### src/rtl/pcb_pkg.sv
`timescale 1ns/1ps
package pcb_pkg;
  localparam int PHYS_N = 8;
  localparam int CNT_W  = 32;
  localparam int IDX_W  = $clog2(PHYS_N);

  // Control-to-datapath strobes for one clock cycle
  typedef struct packed {
    logic             latchWe;   // software write into one holding latch
    logic [IDX_W-1:0] latchIdx;  // which physical counter's latch
    logic             commit;    // copy pending latches into live counters
    logic             countEn;   // monitor running
    logic [CNT_W-1:0] data;      // register word from the bus
  } strobe_t;
endpackage

### src/rtl/pcb_slice.sv
`timescale 1ns/1ps
module pcb_slice import pcb_pkg::*; #(
  parameter int CntW = CNT_W,
  parameter int Idx  = 0
) (
  input  logic            clk,
  input  logic            rstN,
  input  strobe_t         stb,
  input  logic            split,
  input  logic            evtHi,
  input  logic            evtLo,
  output logic [CntW-1:0] rdVal,
  output logic            ovfHi,
  output logic            ovfLo
);
  localparam int Half = CntW / 2;

  logic [CntW-1:0] live, latchQ, liveNext;
  logic            pend;
  logic [Half-1:0] hiPart, loPart;
  logic            myWr, doCommit;

  assign myWr     = stb.latchWe && (stb.latchIdx == IDX_W'(Idx));
  assign doCommit = stb.commit && pend;
  assign hiPart   = live[CntW-1:Half];
  assign loPart   = live[Half-1:0];

  always_comb begin
    liveNext = live;
    ovfHi    = 1'b0;
    ovfLo    = 1'b0;
    if (doCommit) begin
      liveNext = latchQ;
    end else if (stb.countEn) begin
      if (split) begin
        liveNext = {hiPart + Half'(evtHi), loPart + Half'(evtLo)};
        ovfHi    = evtHi && (&hiPart);
        ovfLo    = evtLo && (&loPart);
      end else begin
        liveNext = live + CntW'(evtHi);
        ovfHi    = evtHi && (&live);
      end
    end
  end

  always_ff @(posedge clk or negedge rstN) begin
    if (!rstN) begin
      live   <= '0;
      latchQ <= '0;
      pend   <= 1'b0;
    end else begin
      live <= liveNext;
      if (myWr) begin
        latchQ <= stb.data;
        pend   <= 1'b1;
      end else if (stb.commit) begin
        pend <= 1'b0;
      end
    end
  end

  // newer value wins: a pending latch shadows the live count
  assign rdVal = pend ? latchQ : live;


  latch_hold_chk: assert property (@(posedge clk) disable iff (!rstN)
    (myWr && !stb.countEn) |=> $stable(live));

  idle_hold_chk: assert property (@(posedge clk) disable iff (!rstN)
    (!stb.countEn && !stb.commit) |=> $stable(live));

  commit_load_chk: assert property (@(posedge clk) disable iff (!rstN)
    (stb.commit && pend) |=> ((live == $past(latchQ)) && !pend));

  no_carry_chk: assert property (@(posedge clk) disable iff (!rstN)
    (stb.countEn && split && !stb.commit && !evtLo) |=> $stable(live[Half-1:0]));
endmodule

### src/rtl/pcb_datapath.sv
`timescale 1ns/1ps
module pcb_datapath import pcb_pkg::*; #(
  parameter int NPhys = PHYS_N,
  parameter int CntW  = CNT_W
) (
  input  logic                       clk,
  input  logic                       rstN,
  input  strobe_t                    stb,
  input  logic [NPhys-1:0]           split,
  input  logic [2*NPhys-1:0]         evt,
  output logic [NPhys-1:0][CntW-1:0] rdVals,
  output logic [2*NPhys-1:0]         ovf
);
  for (genvar g = 0; g < NPhys; g++) begin : gSlice
    pcb_slice #(.CntW(CntW), .Idx(g)) uSlice (
      .clk   (clk),
      .rstN  (rstN),
      .stb   (stb),
      .split (split[g]),
      .evtHi (evt[g]),
      .evtLo (evt[g+NPhys]),
      .rdVal (rdVals[g]),
      .ovfHi (ovf[g]),
      .ovfLo (ovf[g+NPhys])
    );
  end
endmodule

### src/rtl/pcb_ctrl.sv
`timescale 1ns/1ps
module pcb_ctrl import pcb_pkg::*; #(
  parameter int NPhys = PHYS_N,
  parameter int CntW  = CNT_W,
  parameter int AddrW = 8
) (
  input  logic                       clk,
  input  logic                       rstN,
  input  logic                       regWe,
  input  logic                       regRe,
  input  logic [AddrW-1:0]           regAddr,
  input  logic [2*CntW-1:0]          regWdata,
  input  logic [NPhys-1:0][CntW-1:0] rdVals,
  input  logic [2*NPhys-1:0]         ovf,
  output strobe_t                    stb,
  output logic [NPhys-1:0]           split,
  output logic [2*CntW-1:0]          regRdata,
  output logic                       irq
);
  localparam int LogN    = 2 * NPhys;
  localparam int BusW    = 2 * CntW;
  localparam int EnBit   = CntW - 1;
  localparam int RegIdxW = AddrW - 3;
  localparam int SelW    = $clog2(NPhys);
  localparam int CtrlIdx = NPhys;
  localparam int StatIdx = NPhys + 1;

  logic [RegIdxW-1:0] idx;
  logic [CntW-1:0]    wrWord, rdMux, rdQ;
  logic               isCnt, isCtrl, isStat, statRd;
  logic               ctrlEn;
  logic [LogN-1:0]    mask, pending;
  logic               unusedBits;

  assign idx        = regAddr[AddrW-1:3];
  assign wrWord     = regWdata[BusW-1:CntW];
  assign unusedBits = ^{regWdata[CntW-1:0], regAddr[2:0]};

  assign isCnt  = idx < RegIdxW'(NPhys);
  assign isCtrl = idx == RegIdxW'(CtrlIdx);
  assign isStat = idx == RegIdxW'(StatIdx);
  assign statRd = regRe && isStat;

  always_comb begin
    stb.latchWe  = regWe && isCnt;
    stb.latchIdx = IDX_W'(idx);
    stb.commit   = regWe && isCtrl && wrWord[EnBit];
    stb.countEn  = ctrlEn;
    stb.data     = wrWord;
  end

  always_comb begin
    rdMux = '0;
    if (isCnt) begin
      rdMux = rdVals[idx[SelW-1:0]];
    end else if (isCtrl) begin
      rdMux[EnBit]     = ctrlEn;
      rdMux[NPhys-1:0] = split;
    end else if (isStat) begin
      rdMux[LogN-1:0] = pending;
    end
  end

  always_ff @(posedge clk or negedge rstN) begin
    if (!rstN) begin
      ctrlEn  <= 1'b0;
      split   <= '0;
      mask    <= '0;
      pending <= '0;
      rdQ     <= '0;
    end else begin
      if (regWe && isCtrl) begin
        ctrlEn <= wrWord[EnBit];
        split  <= wrWord[NPhys-1:0];
      end
      if (regWe && isStat) mask <= wrWord[LogN-1:0];
      // a new overflow wins over the clear of a read in the same cycle
      pending <= (pending & ~{LogN{statRd}}) | ovf;
      if (regRe) rdQ <= rdMux;
    end
  end

  assign regRdata = {rdQ, {CntW{1'b0}}};
  assign irq      = |(pending & mask);


  stat_clear_chk: assert property (@(posedge clk) disable iff (!rstN)
    statRd |=> (pending == $past(ovf)));

  mask_off_chk: assert property (@(posedge clk) disable iff (!rstN)
    (regWe && isStat && (wrWord[LogN-1:0] == '0)) |=> !irq);

  rd_hold_chk: assert property (@(posedge clk) disable iff (!rstN)
    !regRe |=> $stable(regRdata));
endmodule

### src/rtl/split_ctr_bank.sv
`timescale 1ns/1ps
module split_ctr_bank import pcb_pkg::*; #(
  parameter int NPhys = PHYS_N,
  parameter int CntW  = CNT_W,
  parameter int AddrW = 8
) (
  input  logic                clk,
  input  logic                rstN,
  input  logic                regWe,
  input  logic                regRe,
  input  logic [AddrW-1:0]    regAddr,
  input  logic [2*CntW-1:0]   regWdata,
  input  logic [2*NPhys-1:0]  evtIn,
  output logic [2*CntW-1:0]   regRdata,
  output logic                irq
);
  strobe_t                    stb;
  logic [NPhys-1:0]           split;
  logic [NPhys-1:0][CntW-1:0] rdVals;
  logic [2*NPhys-1:0]         ovf;

  pcb_ctrl #(.NPhys(NPhys), .CntW(CntW), .AddrW(AddrW)) uCtrl (
    .clk      (clk),
    .rstN     (rstN),
    .regWe    (regWe),
    .regRe    (regRe),
    .regAddr  (regAddr),
    .regWdata (regWdata),
    .rdVals   (rdVals),
    .ovf      (ovf),
    .stb      (stb),
    .split    (split),
    .regRdata (regRdata),
    .irq      (irq)
  );

  pcb_datapath #(.NPhys(NPhys), .CntW(CntW)) uData (
    .clk    (clk),
    .rstN   (rstN),
    .stb    (stb),
    .split  (split),
    .evt    (evtIn),
    .rdVals (rdVals),
    .ovf    (ovf)
  );
endmodule

### config.mk
export PLATFORM = sky130hd
export DESIGN_NAME = split_ctr_bank
export DESIGN_NICKNAME = d
export VERILOG_FILES = /design/src/rtl/pcb_pkg.sv /design/src/rtl/pcb_slice.sv /design/src/rtl/pcb_datapath.sv /design/src/rtl/pcb_ctrl.sv /design/src/rtl/split_ctr_bank.sv
export SDC_FILE = /design/constraint.sdc
export NUM_CORES = 2
export LEC_CHECK = 0
export BUFFER_PORTS_ARGS = -buffer_cell sky130_fd_sc_hd__buf_2
export CORE_AREA = 5 5 242 244
export CTS_BUF_LIST = sky130_fd_sc_hd__clkbuf_8 sky130_fd_sc_hd__clkbuf_16
export DETAILED_ROUTE_END_ITERATION = 12
export DIE_AREA = 0 0 247 249
export MAX_ROUTING_LAYER = met4
export PLACE_DENSITY = 0.8
export SLEW_MARGIN = 20
export SYNTH_ARGS = -nofsm -noshare
export SYNTH_HDL_FRONTEND = slang
export SYNTH_SLANG_ARGS = --single-unit
export TNS_END_PERCENT = 1
### constraint.sdc
create_clock -name clk -period 2.9 [get_ports clk]
set_clock_uncertainty 0.1 [all_clocks]
set_input_delay 0.29 -clock clk [delete_from_list [all_inputs] [get_ports clk]]
set_output_delay 0.29 -clock clk [all_outputs]
set_load 0.05 [all_outputs]
After elaboration in Yosys (flattened, before gate mapping)
Index checks and enable logic that the tools add are counted.
{"block": "word_totals", "register_bits": 593, "inputBits": 92, "elab_cells": 253}
{"block": "classes", "add_sub_neg": 24, "n_lt_le_gt_ge": 2, "n_eq_ne": 9, "mux": 98, "bitwise": 4, "reduce_logical": 87}
{"cell": "32-bit two-way mux", "count": 33}
{"cell": "16-bit by 1-bit adder with 16-bit output", "count": 16}
{"cell": "32-bit by 1-bit adder with 32-bit output", "count": 8}
{"cell": "16-bit AND reduction", "count": 16}
{"cell": "32-bit AND reduction", "count": 8}
{"cell": "32-bit binary-select mux with 3-bit select", "count": 1}
{"cell": "1-bit two-way mux", "count": 59}
{"cell": "1-bit logical AND", "count": 45}
{"cell": "16-bit bitwise AND", "count": 2}
{"cell": "16-bit two-way mux", "count": 2}
{"cell": "2-bit nonzero test", "count": 16}
{"cell": "8-bit two-way mux", "count": 2}
{"cell": "16-bit NOT", "count": 1}
{"cell": "16-bit OR", "count": 1}
{"cell": "16-bit OR reduction", "count": 1}
{"cell": "15-bit two-way mux", "count": 1}
{"cell": "3-bit == test (second input constant)", "count": 4}
{"cell": "5-bit by 4-bit == test with 1-bit output (second input constant)", "count": 2}
{"cell": "3-bit by 2-bit == test with 1-bit output (second input constant)", "count": 2}
{"cell": "5-bit by 4-bit < comparator with 1-bit output (second input constant)", "count": 1}
{"cell": "3-bit by 4-bit < comparator with 1-bit output (second input constant)", "count": 1}
{"cell": "3-bit by 1-bit == test with 1-bit output (second input constant)", "count": 1}
{"cell": "3-bit zero test", "count": 1}

Logic depth before layout (Yosys ltp)
{"block": "logic_depth", "ltp_word": 6, "ltp_mapped": 10, "ltp_nobuf": 8}

Modules after synthesis
Synthesis repeated with hierarchy kept, for this count alone.
{"block": "hier_totals", "hier_cells": 3475, "area_unflattened_um2": 35819.4}
{"mod": "pcb_slice (uData.gSlice[5].uSlice ...)", "instances": 2, "cells_each": 372, "area_each_um2": 3803.6, "seq_area_each_um2": 1626.6}
{"mod": "pcb_slice (uData.gSlice[1].uSlice ...)", "instances": 2, "cells_each": 372, "area_each_um2": 3777.4, "seq_area_each_um2": 1626.6}
{"mod": "pcb_ctrl", "instances": 1, "cells_each": 505, "area_each_um2": 5656.7, "seq_area_each_um2": 1826.8}
{"mod": "pcb_slice (uData.gSlice[0].uSlice)", "instances": 1, "cells_each": 363, "area_each_um2": 3801.1, "seq_area_each_um2": 1626.6}
{"mod": "pcb_slice (uData.gSlice[4].uSlice)", "instances": 1, "cells_each": 373, "area_each_um2": 3752.3, "seq_area_each_um2": 1626.6}
{"mod": "pcb_slice (uData.gSlice[7].uSlice)", "instances": 1, "cells_each": 373, "area_each_um2": 3726.1, "seq_area_each_um2": 1626.6}
{"mod": "pcb_slice (uData.gSlice[3].uSlice)", "instances": 1, "cells_each": 373, "area_each_um2": 3721.1, "seq_area_each_um2": 1626.6}

Least setup slack after synthesis
No wires, ideal clock.
{"block": "synth_path", "kind": "register -> register", "start": "register uData.gSlice[7].uSlice.live[7]", "end": "register uData.gSlice[7].uSlice.live[25]", "setup_time_ns": 0.126, "arrival_ns": 2.161, "t_required_ns": 2.674, "path_slack_ns": 0.513, "stages_incl_launch_ff": 9, "period_less_slack_ns": 2.387, "path_cell_list": "dfrtp_1 > nand3_1 > or3_1 > buf_2 > or4_4 > buf_6 > a2111oi_4 > xnor2_1 > o21ai_2"}
{"block": "synth_between", "elab_chain_cells": 4}
{"element": "start: declaration", "line": "pcb_slice.sv:18", "source": "logic [CntW-1:0] live, latchQ, liveNext;"}
{"element": "start signal: assignment", "line": "pcb_slice.sv:52", "source": "live <= liveNext;"}
{"element": "32-bit by 1-bit adder with 32-bit output", "line": "pcb_slice.sv:40", "source": "liveNext = live + CntW'(evtHi);"}
{"element": "32-bit two-way mux", "line": "pcb_slice.sv:35", "source": "if (split) begin"}
{"element": "32-bit two-way mux", "line": "pcb_slice.sv:34", "source": "end else if (stb.countEn) begin"}
{"element": "32-bit two-way mux", "line": "pcb_slice.sv:32", "source": "if (doCommit) begin"}
No other way between the ends. The select of a mux whose other input is x is not followed.
A chain may end at the register's enable or synchronous reset.

Worst setup path after layout
{"block": "layout_path", "start": "register uCtrl.pending[8]", "end": "output irq"}
{"block": "layout_between", "elab_chain_cells": 2}
{"element": "start: declaration", "line": "pcb_ctrl.sv:32", "source": "logic [LogN-1:0] mask, pending;"}
{"element": "start signal: assignment", "line": "pcb_ctrl.sv:78", "source": "pending <= (pending & ~{LogN{statRd}}) | ovf;"}
{"element": "16-bit bitwise AND", "line": "pcb_ctrl.sv:84", "source": "assign irq = |(pending & mask);"}
{"element": "16-bit OR reduction", "line": "pcb_ctrl.sv:84"}
{"element": "end: declaration", "line": "split_ctr_bank.sv:15", "source": "output logic irq"}
No other way between the ends.

==> results.yml <==
worst_hold_path:
  min_path_cells: 5
  min_from: "evtIn[0]"
  hold_path.class: "in -> reg"
  worstHoldEndpoint: "uCtrl.pending[0]"
cts:
  hold_buffers: 10
  cts.clk_slew.worst_paths_ps: 60
  cts_sinks: 593
  htree_levels: 3
  clkLatencyLatePin_ps: 610
  cts_tree: "done"
  root_buffer: "clkbuf_16"
  cts_buffers: 67
  clockBufferDepth: 3
  postCtsSetupBuffers: 0
  post_cts.resized_instances: 0
synthesis:
  synth_edf_count: 0
  ys.flop_type: "dfrtp_1"
  synthArstFlopShare_pct: 100.0
  synth-warning-count: 0
  syn_inst: 3366
  synth-seq-cells: 593
  synth_area_mm2: 0.03314
  synthDistinctLibCells: 64
  ys_seq_area_share_pct: 44.78
  syn_avg_cell_area_um2: 9.846
floorplanning:
  fp.dieH_um: 249
  initial_core_util_pct: 59.12
  die_area_mm2: 0.06150
  fp.dieW_um: 247
  core_mm2: 0.05606
  rows: 87
  ioPinCount: 157
worst_setup_path:
  slowest_delay_ps: 490
  regToRegEndpoint: "uData.gSlice[3].uSlice.live[23]"
  cp-end-kind: "output pin"
  r2r_start: "uData.gSlice[3].uSlice.live[11]"
  path_cells: "a22o_1, a221oi_1, nand4_1, buf_2"
  crit_required_ps: 2510
  cp_max_fo: 3
  critical-path-slowest-cell: "dfrtp_1"
  cp.arrival_ps: 2280
  start_kind: "flip-flop"
  reg2regPathDepth: 6
  ff2ff_setup_slack_ps: 230
  critical_path_class: "reg -> out"
global_route:
  grt_antenna_before_repair: 2
  grt_pass1_vias: 26079
  grt_start_max_net_pins: 85
  overflow: 0
  track_usage_pct: 34.59
  grt_first_pass_wirelength_um: 159600
sta:
  setup_ws_ps: 231.7
  setup_tns_ps: 0
  tightest_slew_ps: 956.5
  maxSlewViolCount: 0
  setup_viol_count_final: 0
  min_period_ps: 2668
  slew_headroom_pct: 35.56
  fmax_mhz: 374.8
  fin_crit_sh_pct: 92.01
  rsz0062_at_grt: "no"
  hold_viol_final: 0
route:
  first_iter_violations: 3799
  viasPerCell: 6.459
  totalWireLength_um: 104600
  dr.pass1.iters: 5
  drc: 0
  final_antenna_net_count: 0
  vias: 27559
  wl_per_cell_um: 24.52
power:
  vdd_drop_max_mv: 0.4973
  leakage_nw: 16.30
  power.density_mw_per_mm2: 676.9
placed_design:
  dp_hpwl_um: 73530
  dp_slack_ps: 330.9
  gp_congestion: 0.9782
  place_inst: 4137
  placed_area_mm2: 0.03495
  port_buffers: 89
cells_and_area:
  layout_commonest_cell: "dfrtp_1"
  layout-drive-gt1-share_pct: 18.95
  final_nets: 3600
  syn_to_final_growth_pct: 12.38
  finalNonFillerCells: 4267
  utilization_pct: 66.43
  layout_common_cells: "dfrtp_1, nand2_1, mux2_2, o21ai_0, mux2i_1"
  post-route-cell-area_mm2: 0.03724
outcome:
  status: "finished clean"
run:
  drv_cap: 0
-- synth_stat cells (31+ instances only) --
master	n	area, µm²
buf_4	32	240.2
nor4_1	31	193.9
mux2_2	292	3288
buf_1	31	116.4
o221ai_1	32	280.3
a21oi_1	141	705.7
ha_1	48	600.6
nand4_1	75	469.2
xor2_1	82	718.2
o22ai_1	33	206.5
nor2_1	201	754.5
clkbuf_1	171	641.9
nand3_1	104	520.5
nor2b_1	84	525.5
dfrtp_1	593	14840
mux2i_1	207	2072
nor3_1	60	300.3
a211oi_1	137	1028
o21ai_0	224	1121
nand2_1	364	1366
and3_1	31	193.9
xnor2_1	144	1261
inv_1	61	229.0
-- power breakdown --
part	switching (mW)	internal [mW]	leakage, nW	total [mW]
sequential	1.84	9.67	7.73	11.5
clock	3.49	4.97	1.14	8.46
combinational	2.82	2.42	7.43	5.24
-- how the worst max path moves through the flow --
stage | depth (start not counted) | end | from
global placement | 6 | uCtrl.rdQ[6] | uData.gSlice[1].uSlice.pend
CTS | 4 | irq | uCtrl.pending[8]
floorplan | 8 | uData.gSlice[7].uSlice.live[25] | uData.gSlice[7].uSlice.live[7]
detailed placement | 6 | uData.gSlice[3].uSlice.live[23] | uData.gSlice[3].uSlice.live[5]
global route | 6 | uData.gSlice[3].uSlice.live[23] | uData.gSlice[3].uSlice.live[5]
finish | 4 | irq | uCtrl.pending[8]
-- registers in the layout, summed over array words and instances, names as in the netlist --
name,flops
uData.gSlice.uSlice.live,256
uData.gSlice.uSlice.latchQ,256
uCtrl.mask,16
uData.gSlice.uSlice.pend,8
uCtrl.rdQ,32
uCtrl.split,8
uCtrl.ctrlEn,1
uCtrl.pending,16
-- metal layers --
| layer | global-route usage [%] | vias to the layer above | part of all wire, % |
|---|---|---|---|
| li1 | - | 12216 | - |
| met1 | 47.83 | 13522 | 41 |
| met2 | 48.26 | 1475 | 43 |
| met3 | 7.822 | 346 | 10 |
| met4 | 16.91 | 0 | 6.2 |
| met5 | - | - | 0 |
-- cell families (layout without fill, tap and decap cells) --
family	count (synthesis)	after routing	synth area share, %
AND/OR/NAND/NOR	1016	1016	14.61
AO/OA/AOI/OAI	669	669	12.58
flip-flops	593	593	44.78
multiplexers	499	499	16.17
buffers and inverters	314	426	4.062
XOR/XNOR	226	226	5.973
adder cells (fa/ha/maj)	48	48	1.812
other	1	34	0.01132
-- metrics by stage --
stage / hold slack (ps) / power [mW]
global placement: 276.1 / 16.44
floorplan: -105.6 / 14.66
global route: 43.31 / 26.22
CTS: 5.443 / 25.09
detailed placement: 275.2 / 16.67
finish: 13.21 / 25.21
-- area by class of cell --
type	instances	area [µm²]
fillers	4335	18820
diodes	2	5.005
well taps	756	945.9
flip-flops and latches	593	14850
multi-input cells	2490	17110
clock buffers	86	1983
inverters	61	229.0
clock inverters	32	200.2
repair buffers	247	1922
-- critical path: cells and delay by family, from the launching register on --
family,cells,cell delay [ps]
AO/OA/AOI/OAI,2,510
buffers and inverters,1,330
flip-flops,1,490
AND/OR/NAND/NOR,1,340
Power figures use the tool's default switching activity.
